### config.mk
export PLATFORM = sky130hd
export DESIGN_NAME = noise_lfsr_gen
export DESIGN_NICKNAME = d
export VERILOG_FILES = /design/src/rtl/noise_lfsr_pkg.sv /design/src/rtl/noise_trig_pipe.sv /design/src/rtl/noise_rst_timer.sv /design/src/rtl/noise_lfsr_core.sv /design/src/rtl/noise_lfsr_gen.sv
export SDC_FILE = /design/constraint.sdc
export NUM_CORES = 1
export LEC_CHECK = 0
export CAP_MARGIN = 20
export CORE_UTILIZATION = 52
export CTS_BUF_LIST = sky130_fd_sc_hd__clkbuf_8
export CTS_CLUSTER_DIAMETER = 50
export DETAILED_ROUTE_END_ITERATION = 10
export PLACE_DENSITY = 0.79
export SLEW_MARGIN = 40
export SYNTH_ARGS = -nofsm -noshare
export SYNTH_HDL_FRONTEND = slang
export SYNTH_SLANG_ARGS = --single-unit
export TNS_END_PERCENT = 5
### constraint.sdc
create_clock -name clk -period 2.9 [get_ports clk]
set_input_delay 0.435 -clock clk [delete_from_list [all_inputs] [get_ports clk]]
set_output_delay 0.435 -clock clk [all_outputs]
set_load 0.005 [all_outputs]
### src/rtl/noise_lfsr_pkg.sv
package noise_lfsr_pkg;
  localparam int LFSR_W = 23;
  localparam int WAVE_W = 12;
  localparam int NTAPS  = 8;
  localparam int FB_HI  = 22;
  localparam int FB_LO  = 17;

  // register bit that drives noise bit (4 + k)
  function automatic int tap_pos(input int k);
    case (k)
      7: tap_pos = 20;
      6: tap_pos = 18;
      5: tap_pos = 14;
      4: tap_pos = 11;
      3: tap_pos = 9;
      2: tap_pos = 5;
      1: tap_pos = 2;
      default: tap_pos = 0;
    endcase
  endfunction

  function automatic logic [LFSR_W-1:0] lfsr_advance(input logic [LFSR_W-1:0] r);
    lfsr_advance = {r[LFSR_W-2:0], r[FB_HI] ^ r[FB_LO]};
  endfunction

  function automatic logic [WAVE_W-1:0] noise_word(input logic [LFSR_W-1:0] r);
    logic [WAVE_W-1:0] w;
    w = '0;
    for (int k = 0; k < NTAPS; k++) w[WAVE_W-NTAPS+k] = r[tap_pos(k)];
    noise_word = w;
  endfunction

  function automatic logic [LFSR_W-1:0] wave_and(input logic [LFSR_W-1:0] r,
                                                 input logic [WAVE_W-1:0] w);
    logic [LFSR_W-1:0] m;
    m = r;
    for (int k = 0; k < NTAPS; k++)
      m[tap_pos(k)] = r[tap_pos(k)] & w[WAVE_W-NTAPS+k];
    wave_and = m;
  endfunction
endpackage

### src/rtl/noise_trig_pipe.sv
module noise_trig_pipe #(
  parameter int DELAY = 2
) (
  input  logic clk,
  input  logic rst_n,
  input  logic tap_i,
  input  logic hold_i,
  output logic edge_o,
  output logic shift_o,
  output logic last_stage_o
);
  localparam int CW = $clog2(DELAY + 1);

  logic          tap_q;
  logic [CW-1:0] stage_q;
  logic [CW-1:0] stage_d;

  assign edge_o  = tap_i & ~tap_q & ~hold_i;
  assign shift_o = ~hold_i & ~edge_o & (stage_q == CW'(1));

  always_comb begin
    stage_d = stage_q;
    if (!hold_i) begin
      if (edge_o)                stage_d = CW'(DELAY);
      else if (stage_q != '0)    stage_d = stage_q - CW'(1);
    end
  end

  assign last_stage_o = ~hold_i & (stage_d == CW'(1));

  always_ff @(posedge clk or negedge rst_n) begin
    if (!rst_n) begin
      tap_q   <= 1'b0;
      stage_q <= '0;
    end else begin
      tap_q   <= tap_i;
      stage_q <= stage_d;
    end
  end
endmodule

### src/rtl/noise_rst_timer.sv
module noise_rst_timer #(
  parameter int RESET_CYCLES = 8
) (
  input  logic clk,
  input  logic rst_n,
  input  logic test_i,
  output logic fire_o
);
  localparam int CW = $clog2(RESET_CYCLES + 1);
  localparam logic [CW-1:0] LAST = CW'(RESET_CYCLES - 1);
  localparam logic [CW-1:0] DONE = CW'(RESET_CYCLES);

  logic [CW-1:0] cnt_q;

  assign fire_o = test_i & (cnt_q == LAST);

  always_ff @(posedge clk or negedge rst_n) begin
    if (!rst_n)               cnt_q <= '0;
    else if (!test_i)         cnt_q <= '0;
    else if (cnt_q != DONE)   cnt_q <= cnt_q + CW'(1);
  end
endmodule

### src/rtl/noise_lfsr_core.sv
module noise_lfsr_core
  import noise_lfsr_pkg::*;
(
  input  logic              clk,
  input  logic              rst_n,
  input  logic              shift_i,
  input  logic              reload_i,
  input  logic              wb_i,
  input  logic [WAVE_W-1:0] wave_i,
  output logic [LFSR_W-1:0] lfsr_o
);
  logic [LFSR_W-1:0] r_q;
  logic [LFSR_W-1:0] r_shifted;

  assign r_shifted = shift_i ? lfsr_advance(r_q) : r_q;
  assign lfsr_o    = r_q;

  always_ff @(posedge clk or negedge rst_n) begin
    if (!rst_n)        r_q <= '1;
    else if (reload_i) r_q <= '1;
    else if (wb_i)     r_q <= wave_and(r_shifted, wave_i);
    else               r_q <= r_shifted;
  end
endmodule

### src/rtl/noise_lfsr_gen.sv
module noise_lfsr_gen
  import noise_lfsr_pkg::*;
#(
  parameter int RESET_CYCLES = 8,
  parameter int SHIFT_DELAY  = 2
) (
  input  logic              clk,
  input  logic              rst_n,
  input  logic              acc_tap_i,
  input  logic              test_i,
  input  logic              wb_req_i,
  input  logic [WAVE_W-1:0] wave_i,
  output logic [WAVE_W-1:0] noise_o
);
  logic              trig_edge;
  logic              shift_fire;
  logic              last_stage;
  logic              reload_fire;
  logic              wb_fire;
  logic [LFSR_W-1:0] lfsr_q;

  noise_trig_pipe #(.DELAY(SHIFT_DELAY)) trig_i (
    .clk(clk), .rst_n(rst_n), .tap_i(acc_tap_i), .hold_i(test_i),
    .edge_o(trig_edge), .shift_o(shift_fire), .last_stage_o(last_stage)
  );

  noise_rst_timer #(.RESET_CYCLES(RESET_CYCLES)) tmr_i (
    .clk(clk), .rst_n(rst_n), .test_i(test_i), .fire_o(reload_fire)
  );

  assign wb_fire = wb_req_i & ~test_i & ~last_stage;

  noise_lfsr_core core_i (
    .clk(clk), .rst_n(rst_n), .shift_i(shift_fire), .reload_i(reload_fire),
    .wb_i(wb_fire), .wave_i(wave_i), .lfsr_o(lfsr_q)
  );

  assign noise_o = noise_word(lfsr_q);
endmodule

==> metrics.txt, run 1 <==
status finished, violations left; failing checks design-rule violations; worst-skew pair later-pin latency 0.27 ns; Starting Density 56.61%; WL per Instance 16.41 µm; P&R area growth vs syn 13.67%; Switching Share 28.60%; # rows 19; GPL Wtd Cong 0.7926; total chip power 1.421 mW; Final ANT Viol Nets 0; post-synth top area share 37.73%; Startpoint Class input pin; CTS H-tree depth 2; IO Pins 29; WP data required 3.09 ns; Synth async-reset ratio 100.0%; fin crit share 67.82%; final hold slack 0.4914 ns; setup violation total in the final timing report 0; Final Core Density 64.35%; Post-Route Setup TNS 0 ns; Die Height 57.50 µm; cell count after synthesis 164; Worst path slowest cell clkdlybuf4s50_1; # Post-CTS Setup Buffers 0; Worst-Margin Slew 0.5997 ns; origin of the critical flop-to-flop path trig_i.stage_q[1]$_DFF_PN0_; vias per cell 6.063; critical path cell sequence clkdlybuf4s50_1 > or3b_4 > nor2_1 > o21ai_0; DRC violations left 3; Final min period 1.967 ns; Yosys cell types 32; Worst R2R End core_i.lfsr_o[0]$_DFF_PN1_; Layout fillers 256; CP Class input pin to flop; share of layout cells above drive strength 1 22.16%; clock share of power 25.1%; Worst VDD drop 0.4042 mV; total number of vias 1255; largest area contributor in the netlist dfstp_2; I/O Buffers 20; fmax 0.5085 GHz; Post-CTS Hold Buffers 0; Max-cap violations 0; Max FO, Critical Path 13; antenna cells 0; CTS sink cnt 30; placed cell count 199; combinational fraction of design power 22.5%; clock buffer depth 2; HP Start core_i.lfsr_o[6]$_DFFE_PN1P_; CTS resizes 0; Synth warnings 0; RSZ-0062 raised after global routing false; nets 194; internal power 1.015 mW; final slew viol count 0; FF-to-FF path depth 3; core area 0.002829 mm²; DP Worst Slack 0.6528 ns; global-route wire length before repair 5796 µm; GRT Overall Usage 22.82%; sequential area share after synthesis 48.67%; final instance area 0.001821 mm²; syn avg cell area 9.765 µm²; clock root cell clkbuf_8; routed wire length 3397 µm; Die ar. 0.003306 mm²; EDFF count, synth 0; initial detailed-routing violation count 64; setup ws final 0.9333 ns; Cell Area, Placed 0.001725 mm²; Net Switching 0.4064 mW; Hold EP core_i.lfsr_o[7]$_DFFE_PN1P_; hold path depth 2; vias in the first global route 1221; Post-Layout Cell Count 207; Main synth FF type dfstp_2; largest net degree at the start of global routing 31; CTS tree built; CTS buffer count 5; chip width 57.50 µm; leakage power 0.7156 nW; CP peak stage delay 0.65 ns; clock slew at reported path FFs 0.07 ns; GR Overflow Total 0; Arr. time, crit path 2.16 ns; DRT Pass-1 Iters 7; number of synthesized register bits 30; PwrDens 780.5 mW/mm²; mapped cell area 0.001602 mm²; FF-to-FF setup slack 1.27 ns; post-DP HPWL 2249 µm; final hold viol count 0; worst min path class flop to flop; slew margin rel. 59.94%; Worst Skew 0.01081 ns; top cells by area, synth dfstp_2, dfrtp_1, nand3_1, a211oi_1, buf_4; crit end category flop; initial antenna violation count 0; Flop pwr share 52.4%
-- layout by cell type, fill, tap and decap left out, types with 4 or more instances in the layout --
master	n
conb_1	4
inv_1	4
nand2b_1	4
dfstp_2	23
nand3_1	28
dfrtp_1	7
buf_4	5
o21ai_1	10
nor4_1	6
clkbuf_8	6
clkdlybuf4s50_1	20
a211oi_1	14
o21ai_0	8
nor2_1	10
-- how the worst max path moves through the flow --
stage,from,endpoint,slack [ns],depth (start not counted)
after floorplan,test_i,core_i.lfsr_o[10]$_DFFE_PN1P_,1.53,5
after global placement,test_i,core_i.lfsr_o[5]$_DFF_PN1_,0.70,4
after detailed placement,test_i,core_i.lfsr_o[5]$_DFF_PN1_,0.65,4
after CTS,test_i,core_i.lfsr_o[5]$_DFF_PN1_,0.96,4
after global routing,test_i,core_i.lfsr_o[0]$_DFF_PN1_,0.80,4
final,test_i,core_i.lfsr_o[12]$_DFFE_PN1P_,0.93,4
-- critical path, delay by kind of cell --
family | cells | cell delay (ns)
and+or+nand+nor | 2 | 0.89
buffers and inverters | 1 | 0.65
AOI/OAI and AO/OA | 1 | 0.17
-- state kept, by name (all words and copies together) (netlist names) --
| name | cells |
|---|---|
| trig_i.stage_q | 2 |
| trig_i.tap_q | 1 |
| core_i.lfsr_o | 23 |
| tmr_i.cnt_q | 4 |
-- metal layers --
| layer | global-route usage (%) | vias up | routed length [µm] |
|---|---|---|---|
| met5 | 0 | - | 0 |
| met4 | 6.272 | 0 | 46 |
| met3 | 5.442 | 6 | 170 |
| met2 | 37.04 | 40 | 1688 |
| met1 | 30.70 | 617 | 1491 |
| li1 | - | 592 | - |
-- power groups by stage --
| stage | Clock (mW) | Sequential (mW) | Combinational (mW) |
|---|---|---|---|
| after floorplan | 0 | 0.713 | 0.249 |
| after global placement | 0 | 0.740 | 0.307 |
| after detailed placement | 0 | 0.748 | 0.321 |
| after CTS | 0.356 | 0.743 | 0.323 |
| after global routing | 0.373 | 0.760 | 0.362 |
| final | 0.356 | 0.745 | 0.319 |
-- cell families after synthesis --
family	synth area share, %
AOI/OAI and AO/OA	14.06
xor gates and xnor gates	1.641
adders and majority gates	1.562
buffers and inverters	11.17
DFF	48.67
muxes	0.6250
other	0.2342
and+or+nand+nor	22.03
-- synthesized netlist by cell type, types with 2 or more instances --
master and n:
buf_6 2, nand3b_1 2, a211oi_1 14, a221oi_1 2
nand2_1 3, inv_1 4, o21ai_0 8, nor4_1 6
nand2b_1 4, o21ai_1 10, xnor2_1 3, nor2b_1 3
dfstp_2 23, nor2_1 10, buf_2 5, and2_1 2
dfrtp_1 7, ha_1 2, clkbuf_1 2, buf_4 13
nand3_1 28
-- final cells by class --
class,instances,area [µm²],share of cell area [%]
Sequential cell,30,779.5,42.82
Multi-Input combinational cell,109,654.4,35.94
Timing Repair Buffer,25,237.7,13.06
Clock buffer,6,82.58,4.536
Tap cell,31,38.79,2.131
Inverter,4,15.01,0.8247
Clock inverter,2,12.51,0.6873
Power figures use the tool's default switching activity.
==> run 2: changes to the inputs <==
--- a/config.mk
+++ b/config.mk
@@ -6,11 +6,11 @@
 export NUM_CORES = 1
 export LEC_CHECK = 0
 export CAP_MARGIN = 20
-export CORE_UTILIZATION = 52
+export CORE_UTILIZATION = 49
 export CTS_BUF_LIST = sky130_fd_sc_hd__clkbuf_8
 export CTS_CLUSTER_DIAMETER = 50
 export DETAILED_ROUTE_END_ITERATION = 10
-export PLACE_DENSITY = 0.79
+export PLACE_DENSITY = 0.78
 export SLEW_MARGIN = 40
 export SYNTH_ARGS = -nofsm -noshare
 export SYNTH_HDL_FRONTEND = slang
==> constraint.sdc (replaced) <==
create_clock -name clk -period 1.6 [get_ports clk]
set_input_delay 0.24 -clock clk [delete_from_list [all_inputs] [get_ports clk]]
set_output_delay 0.24 -clock clk [all_outputs]
set_load 0.005 [all_outputs]
==> run 2 against run 1 <==
The flow now finishes without violations. Via count increased by 4.8%. Non-clock buffer count grew 15. Clock power grew 75%. Wire length rose by 3.1%. Utilization increased by 0.24 points. Global-route usage increased by 0.36 points.
==> metrics.txt, run 2 (same netlist as run 1, synthesis figures left out) <==
total chip power 2.617 mW (+84%); leakage power 0.8203 nW (+15%); CTS buffer count 5 (unchanged); max FFs per register 23 (unchanged); met3 GRT Util 6.114% (+0.67 points); global-route wire length before repair 5975 µm (+3.1%); chip width 59.17 µm (+2.9%); met2 usage 41.07% (+4.0 points); CTS sink cnt 30 (unchanged); GPL Wtd Cong 0.8520 (+7.5%); crit path from core_i.lfsr_o[14]$_DFF_PN1_; Worst path slowest cell dfstp_2; post-DP HPWL 2478 µm (+10%); I/O Buffers 20 (unchanged); clock share of power 23.8% (-1.3 points); Worst Skew 0.004684 ns (-0.006128 ns); crit path to noise_o[9]; routed wire length 3501 µm (+3.1%); Flop pwr share 51.4% (-1.0 points); GRT Overall Usage 23.18% (+0.36 points); Switching Share 28.35% (-0.25 points); Worst Path Buf+Inv 1 (unchanged); total number of vias 1315 (+4.8%); share of layout cells above drive strength 1 28.27% (+6.1 points); Max-cap violations 0 (unchanged); fmax 0.6333 GHz; Max FO, Critical Path 2 (-11); Die ar. 0.003501 mm² (+5.9%); vias in the first global route 1340 (+9.7%); CP Class flop to output pin; CP peak stage delay 0.55 ns (-0.10 ns); grt peak-use layer met2; CTS tree built; combinational fraction of design power 24.8% (+2.3 points); final hold viol count 0 (unchanged); # rows 20 (+1); crit end category output pin; antenna cells 0 (unchanged); GR Overflow Total 0 (unchanged); Final Core Density 64.59% (+0.24 points); RSZ-0062 raised after global routing false; Startpoint Class flop; status completed; vias per cell 5.596 (-7.7%); most common cell after layout, fill and taps aside nand3_1; CP top delay family flip-flops; clock root cell clkbuf_8; final slew viol count 0 (unchanged); Worst VDD drop 0.6277 mV (+55%); IO Pins 29 (unchanged); Final ANT Viol Nets 0 (unchanged); Die Height 59.17 µm (+2.9%); met1 GRT Util 26.09% (-4.6 points); initial antenna violation count 0 (unchanged); P&R area growth vs syn 24.14%; FF-to-FF setup slack 0.15 ns (-1.12 ns); internal power 1.875 mW (+85%); worst min path class input pin to async pin; critical path cell sequence clkdlybuf4s50_1; Worst path depth 1 (-3); CTS H-tree depth 2 (unchanged); Final min period 1.579 ns; PwrDens 1316 mW/mm² (+69%); worst-skew pair later-pin latency 0.28 ns (about the same); core area 0.003078 mm² (+8.8%); Net Switching 0.7418 mW (+83%); setup violation total in the final timing report 0 (unchanged); clock buffer depth 2 (unchanged); WP data required 1.36 ns (-1.73 ns); Starting Density 52.03% (-4.6 points); DRC violations left 0 (-3); Post-CTS Hold Buffers 0 (unchanged); WL per Instance 14.90 µm (-9.2%); largest net degree at the start of global routing 31 (unchanged); most frequent cells in the layout nand3_1, dfstp_2, clkdlybuf4s50_1; FF-to-FF path depth 5 (+2); Worst R2R End core_i.lfsr_o[5]$_DFF_PN1_; DRT Pass-1 Iters 4 (-3); origin of the critical flop-to-flop path tmr_i.cnt_q[1]$_DFFE_PN0P_; clock slew at reported path FFs 0.07 ns (about the same); fin crit share 98.68%; Arr. time, crit path 1.34 ns (-0.82 ns); nets 209 (+7.7%); initial detailed-routing violation count 67 (+4.7%)
## run 2: cell type report
| cell class | instances | area, µm² |
|---|---|---|
| fill | 261 | 1090 |
| clock inverter | 2 | 8.758 |
| timing repair buffer | 40 | 390.4 |
| multi-input combinational | 109 | 656.9 |
| tap | 44 | 55.05 |
| clock buffer | 6 | 82.58 |
| sequential | 30 | 779.5 |
| inverter | 4 | 15.01 |
## run 2: timing repair
item                                    4_1_cts  5_1_grt
pin swaps                                     0        0
hold endpoints to repair                      0        0
endpoints found under the setup margin        1        3
gates resized for setup                       0        2
cloned                                        0        0
setup buffers                                 1        1
## run 2: how the worst min path moves through the flow
| stage | from | endpoint | slack (ns) | cells past startpoint |
|---|---|---|---|---|
| 6_report | rst_n | trig_i.stage_q[0]$_DFF_PN0_ | 0.35 | 2 |
| 3_5_place_dp | core_i.lfsr_o[21]$_DFFE_PN1P_ | core_i.lfsr_o[22]$_DFFE_PN1P_ | 0.49 | 2 |
| 2_1_floorplan | rst_n | tmr_i.cnt_q[0]$_DFFE_PN0P_ | -0.06 | 0 |
| 3_3_place_gp | core_i.lfsr_o[6]$_DFFE_PN1P_ | core_i.lfsr_o[7]$_DFFE_PN1P_ | 0.48 | 2 |
| 5_1_grt | rst_n | tmr_i.cnt_q[2]$_DFFE_PN0P_ | 0.37 | 2 |
| 4_1_cts | rst_n | tmr_i.cnt_q[2]$_DFFE_PN0P_ | 0.36 | 2 |
## run 2: routing by layer
metal	part of all wire [%]	routed length, µm	vias to the layer above
met5	0	0	-
met4	1.6	57	0
met3	4.0	139	8
met2	53	1855	32
met1	41	1448	651
li1	-	-	624
## run 2: through the flow
step / area [µm²] / setup WS (ns) / TNS, ns / hold WS [ns] / instances
finish: 1988 / 0.02105 / 0 / 0.3542 / 235
global placement: 1877 / -0.1340 / -1.887 / 0.4793 / 225
CTS: 1976 / 0.007450 / 0 / 0.3633 / 234
floorplan: 1613 / 0.2871 / 0 / -0.05559 / 167
global route: 1988 / 0.003355 / 0 / 0.3711 / 235
detailed placement: 1877 / -0.1848 / -2.479 / 0.4907 / 225
## run 2: power by group through the flow
stage,combinational [mW],sequential (mW),clock [mW]
3_3_place_gp,0.587,1.34,0
4_1_cts,0.641,1.35,0.632
2_1_floorplan,0.452,1.29,0
5_1_grt,0.722,1.38,0.667
6_report,0.649,1.34,0.623
3_5_place_dp,0.618,1.36,0
